### src/rtl/btn_settle_pkg.sv
package btn_settle_pkg;

  // Number of counter bits below the "settled" flag: ceil(log2(ticks)),
  // where ticks = settle time / clock period, at least one tick.
  function automatic int settle_bits(input longint period_ns, input longint settle_ms);
    longint ticks;
    int     b;
    ticks = (settle_ms * 64'd1000000) / period_ns;
    if (ticks < 1) ticks = 1;
    b = 0;
    while ((64'd1 << b) < ticks) b++;
    return b;
  endfunction

endpackage

### src/rtl/btn_settle_sync.sv
module btn_settle_sync #(
  parameter int WIDTH = 4
) (
  input  logic             clk,
  input  logic             rst,
  input  logic [WIDTH-1:0] raw_i,
  output logic [WIDTH-1:0] stage1_o,
  output logic [WIDTH-1:0] stage2_o
);

  always_ff @(posedge clk) begin
    if (rst) begin
      stage1_o <= '0;
      stage2_o <= '0;
    end else begin
      stage1_o <= raw_i;
      stage2_o <= stage1_o;
    end
  end

  // first stage samples the pins, second stage samples the first
  a_r2_first_stage: assert property (@(posedge clk) disable iff (rst)
    stage1_o == $past(raw_i));
  a_r2_second_stage: assert property (@(posedge clk) disable iff (rst)
    stage2_o == $past(stage1_o));

endmodule

### src/rtl/btn_settle_chan.sv
module btn_settle_chan #(
  parameter int CNT_W = 2
) (
  input  logic clk,
  input  logic rst,
  input  logic stage1_i,
  input  logic stage2_i,
  output logic clean_o
);

  logic [CNT_W:0] cnt;
  logic           settled;
  logic           moving;

  assign settled = cnt[CNT_W];
  assign moving  = stage1_i ^ stage2_i;

  always_ff @(posedge clk) begin
    if (rst) begin
      cnt     <= '0;
      clean_o <= 1'b0;
    end else if (moving) begin
      cnt <= '0;
    end else if (!settled) begin
      cnt <= cnt + 1'b1;
    end else begin
      clean_o <= stage2_i;
    end
  end

  // a disagreement between stages restarts the count
  a_r3_clear_on_change: assert property (@(posedge clk) disable iff (rst)
    moving |=> (cnt == '0));
  // output frozen until the top bit is set
  a_r4_hold_until_settled: assert property (@(posedge clk) disable iff (rst)
    !settled |=> $stable(clean_o));
  // a settled counter on a stable input stays settled (no wrap)
  a_r5_no_wrap: assert property (@(posedge clk) disable iff (rst)
    (settled && !moving) |=> settled);
  // once settled and stable, the output copies the second stage
  a_r6_follow_stable: assert property (@(posedge clk) disable iff (rst)
    (settled && !moving) |=> (clean_o == $past(stage2_i)));

endmodule

### src/rtl/btn_settle.sv
module btn_settle
  import btn_settle_pkg::*;
#(
  parameter int NUM_CH        = 4,
  parameter int CLK_PERIOD_NS = 10,
  parameter int SETTLE_MS     = 3
) (
  input  logic              clk,
  input  logic              rst,
  input  logic [NUM_CH-1:0] raw_i,
  output logic [NUM_CH-1:0] clean_o
);

  // counter width derived from physical timing
  localparam int CNT_W = settle_bits(CLK_PERIOD_NS, SETTLE_MS);

  logic [NUM_CH-1:0] stage1;
  logic [NUM_CH-1:0] stage2;

  btn_settle_sync #(.WIDTH(NUM_CH)) u_sync (
    .clk      (clk),
    .rst      (rst),
    .raw_i    (raw_i),
    .stage1_o (stage1),
    .stage2_o (stage2)
  );

  // one private counter per channel
  for (genvar ch = 0; ch < NUM_CH; ch++) begin : g_chan
    btn_settle_chan #(.CNT_W(CNT_W)) u_chan (
      .clk      (clk),
      .rst      (rst),
      .stage1_i (stage1[ch]),
      .stage2_i (stage2[ch]),
      .clean_o  (clean_o[ch])
    );
  end

endmodule

### config.mk
export PLATFORM = sky130hd
export DESIGN_NAME = btn_settle
export DESIGN_NICKNAME = d
export VERILOG_FILES = /design/src/rtl/btn_settle_pkg.sv /design/src/rtl/btn_settle_sync.sv /design/src/rtl/btn_settle_chan.sv /design/src/rtl/btn_settle.sv
export SDC_FILE = /design/constraint.sdc
export NUM_CORES = 1
export LEC_CHECK = 0
export ABC_AREA = 1
export ABC_CLOCK_PERIOD_IN_PS = 2000
export BUFFER_PORTS_ARGS = -buffer_cell sky130_fd_sc_hd__clkbuf_2
export CAP_MARGIN = 10
export CORE_UTILIZATION = 55
export CTS_CLUSTER_DIAMETER = 120
export DETAILED_ROUTE_END_ITERATION = 8
export PLACE_DENSITY = 0.75
export SYNTH_ARGS = -nofsm -noshare
export SYNTH_HDL_FRONTEND = slang
export SYNTH_SLANG_ARGS = --single-unit
### constraint.sdc
create_clock -name clk -period 2 [get_ports clk]
set_clock_uncertainty 0.05 [all_clocks]
set_input_delay 0.1 -clock clk [delete_from_list [all_inputs] [get_ports clk]]
set_output_delay 0.1 -clock clk [all_outputs]
set_load 0.01 [all_outputs]
==> impl_results.md <==
* CTS tree: built
* Die ar. at roughly 8500 um2
* IO Count at 10
* Clock latency on the worst-skew pair at 0.36 ns
* Number of port buffers at 9
* Proportion of synthesized area in mux cells at 0%
* TNS Setup at 0 ns
* Fraction of layout cells with a size suffix above 1 at roughly 7.5%
* RSZ-0062 raised after global routing: no
* R2r setup slk at around 0.42 ns
* Top cell type's share of synthesized area at between 40% and 50%
* Required @ worst endpoint at ~2.2 ns
* Antenna cells at 0
* Post-layout min period at 1.58 ns
* Seq pwr share at between 50% and 60%
* Hold Path Depth at 2
* Top delay family on crit path: simple AND/OR/NAND/NOR gates
* R2R depth at 8
* Starting Density at 57.4%
* Rel. slew slack at roughly 71%
* # clock sinks at 92
* Nets@finish at between 600 and 700
* Status: completed
* Area leader, netlist: dfxtp_1
* Total global routing overflow at 0
* Cell variety after synth at 27
* Dpl cells at ~760
* P_int at roughly 2.4 mW
* Post-Synth Adder-Cell Area at about 1.1%
* Finished Layout Cells at 779
* Wire length of the first global-routing pass at approximately 15000 um
* Most area-consuming cells after synthesis: dfxtp_1 (41%), nand2_1 (13%), nor2_1 (10%)
* FMAX at 634 MHz
* Ys async rst share at 0%
* CP max stage delay at 0.42 ns
* Clock transition at path regs at 0.09 ns
* Hold WS at approximately 0.057 ns
* Synth Area in XOR/XNOR at under 10%
* Fillers at around 780
* Startpoint Class: flip-flop
* GP Congestion at between 0.8 and 0.9
* CTS Buf Count at 9
* Postcts setup bufs at 0
* Antenna violations before repair at 0
* Core Rows at 32
* Final setup fails at 0
* Final Hold Viols at 0
* CTS max path bufs at 2
* Top_reg_cell synth: dfxtp_1
* Number of synthesized flops with an enable pin at 0
* CTS root buf: clkbuf_8
* Die height at a little over 90 um
* P&R area growth vs syn at 6.51%
* Synth Area in Simple Gates at a little under two fifths
* Worst-Margin Slew at around 0.43 ns
* P_sw at between 0.7 and 0.8 mW
* Via density at around 5.1
* First-pass detailed-route iteration total at 4
* Worst Path Buf+Inv at 0
* Iter 0 DRT Violations at approximately 120
* Worst Hold Class: primary input to flip-flop
* Floorplan Core Area at between 7000 and 8000 um2
* Min-delay src: rst
* Maxcap violations at 0
* Worst Path Max Fanout at 4
* Data arrival time of the critical path at 1.78 ns
* Crit path capture type: flip-flop
* Compound-Gate Fraction of Synth Area at between 7 and 8%
* Worst R2R Start: g_chan[0].u_chan.cnt[0]$_SDFFE_PP0N_
* Combinational fraction of design power at under 10%
* Worst-path cell chain: ha_1 > nand2_1 > nor2_1 > nand2_1 > nor2_1 > nand3_1 > nand2_1 > nor2_1
* Cell area after synthesis at 4480 um2
* PwrDens at ~670 nW/um2
* Peak VDD IR at 0.384 mV
* Worst r2r dst: g_chan[0].u_chan.cnt[16]$_SDFFE_PP0N_
* Static leakage at between 1.5 and 2 nW
* Routed wire per std cell at between 10 and 15 um
* Global Route Usage Sum at a little over a fifth
* YS warnings at 0
* Slew Limit Fails at 0
* Post-Route WL at between 8000 and 9000 um
* Syn Area/Cell at slightly below 7 um2
* Critical-path top delay cell: dfxtp_1
* Pin count of the biggest net entering global routing at 16
* H-tree levels at 3
* ANT nets after route at 0
* Number of global-route vias before repair at around 3.5k
* Mapped Cells at around 660
* Net Sw Frac at between 20% and 30%
* Yosys reg bits at 92
* Register area share after synthesis at around 41%
* Clock power frac at ~37%
* Number of remaining DRC errors at 0
* Util after Layout at between 60% and 70%
* Syn_nets at between 600 and 700
* Largest family of logic cells by synthesized area: simple AND/OR/NAND/NOR gates
* Synth cell count leaders: nand2_1 (154), nor2_1 (121), dfxtp_1 (92)
* Chip width at a little over 90 um
* DP HPWL at 6210 um
* Most frequent cell after synthesis: nand2_1
* Period utilisation layout at roughly four fifths
* Hold EP: g_chan[3].u_chan.clean_o$_SDFFE_PP0P_
* Detailed-route via count at ~3.9k
* CP Class: flip-flop to flip-flop
[kinds of logic after synthesis]
| kind of cell | Yosys count |
|---|---|
| simple gates | 379 |
| buf+inv | 104 |
| flops | 92 |
| compound gates | 69 |
| xor+xnor | 13 |
| fa+ha+maj | 4 |
[worst max path at each step]
stage / cells past startpoint / endpoint / startpoint / slack, ns
after floorplan: 8 / g_chan[0].u_chan.cnt[16]$_SDFFE_PP0N_ / g_chan[0].u_chan.cnt[0]$_SDFFE_PP0N_ / 0.66
after global placement: 6 / g_chan[0].u_chan.cnt[7]$_SDFFE_PP0N_ / rst / 0.46
after detailed placement: 6 / g_chan[0].u_chan.cnt[3]$_SDFFE_PP0N_ / rst / 0.41
after CTS: 8 / g_chan[0].u_chan.cnt[16]$_SDFFE_PP0N_ / g_chan[0].u_chan.cnt[0]$_SDFFE_PP0N_ / 0.41
after global routing: 8 / g_chan[0].u_chan.cnt[16]$_SDFFE_PP0N_ / g_chan[0].u_chan.cnt[0]$_SDFFE_PP0N_ / 0.24
final: 8 / g_chan[0].u_chan.cnt[16]$_SDFFE_PP0N_ / g_chan[0].u_chan.cnt[0]$_SDFFE_PP0N_ / 0.42
[area by class of cell]
cell class / count / area (um2) / share of cell area [%]
multi-input cells: 465 / 2190 / 45.8
well taps: 102 / 128 / 2.68
clock buffers: 11 / 151 / 3.17
repair buffers: 13 / 85.1 / 1.78
flip-flops and latches: 92 / 1840 / 38.6
clock inverters: 5 / 36.3 / 0.761
inverters: 91 / 342 / 7.16
[per-layer routing]
metal  part of all wire (%)  track usage, %
met5                      0               0
met4                    1.3            9.51
met3                    2.6            3.23
met2                     47            35.2
met1                     50            27.5
[cell usage in the layout (no fill, tap or decap)]
| cell type | Yosys | layout |
|---|---|---|
| a211oi_1 | 1 | 1 |
| a21oi_1 | 41 | 41 |
| a31oi_1 | 1 | 1 |
| clkbuf_2 | 0 | 9 |
| clkbuf_8 | 0 | 11 |
| clkinv_2 | 0 | 1 |
| clkinv_4 | 0 | 1 |
| clkinvlp_4 | 0 | 3 |
| dfxtp_1 | 92 | 92 |
| dlygate4sd3_1 | 0 | 4 |
| ha_1 | 4 | 4 |
| inv_1 | 90 | 90 |
| inv_2 | 1 | 1 |
| nand2_1 | 154 | 154 |
| nand2_2 | 5 | 5 |
| nand3_1 | 42 | 42 |
| nand3_2 | 4 | 4 |
| nand4_1 | 20 | 20 |
| nand4_4 | 1 | 1 |
| nor2_1 | 121 | 121 |
| nor2_2 | 9 | 9 |
| nor2_4 | 5 | 5 |
| nor3_1 | 15 | 15 |
| nor3b_1 | 2 | 2 |
| o21ai_0 | 23 | 23 |
| o21ai_1 | 1 | 1 |
| o21bai_1 | 2 | 2 |
| or2_2 | 1 | 1 |
| xnor2_1 | 4 | 4 |
| xor2_1 | 9 | 9 |
[worst register-to-register path, cell delays in order, from the launching register on]
cell	delay, ns
dfxtp_1	0.42
ha_1	0.20
nand2_1	0.07
nor2_1	0.17
nand2_1	0.11
nor2_1	0.23
nand3_1	0.10
nand2_1	0.07
nor2_1	0.04
[metrics by stage]
step / setup slack, ns / instance area [um2] / total power, mW
after detailed placement: 0.410 / 4540 / 2.05
final: 0.423 / 4770 / 3.19
after global routing: 0.238 / 4770 / 3.32
after floorplan: 0.664 / 4480 / 2.02
after CTS: 0.415 / 4770 / 3.23
after global placement: 0.456 / 4540 / 2.04
[flip-flops by register name, indices dropped and copies added, names as in the netlist]
register and flops:
g_chan.u_chan.clean_o 4, u_sync.stage1_o 4, g_chan.u_chan.cnt 80, u_sync.stage2_o 4
[power groups by stage]
stage	logic [mW]	registers [mW]	clock network, mW
2_1_floorplan	0.106	1.92	0
3_3_place_gp	0.123	1.92	0
3_5_place_dp	0.129	1.92	0
4_1_cts	0.135	1.88	1.21
5_1_grt	0.154	1.88	1.28
6_report	0.133	1.88	1.18
[timing repair]
| item | CTS | global route |
|---|---|---|
| endpoints found under the hold margin | 4 | 0 |
| resized for setup | 0 | 0 |
| hold buffers | 4 | 0 |
Power figures use the tool's default switching activity.
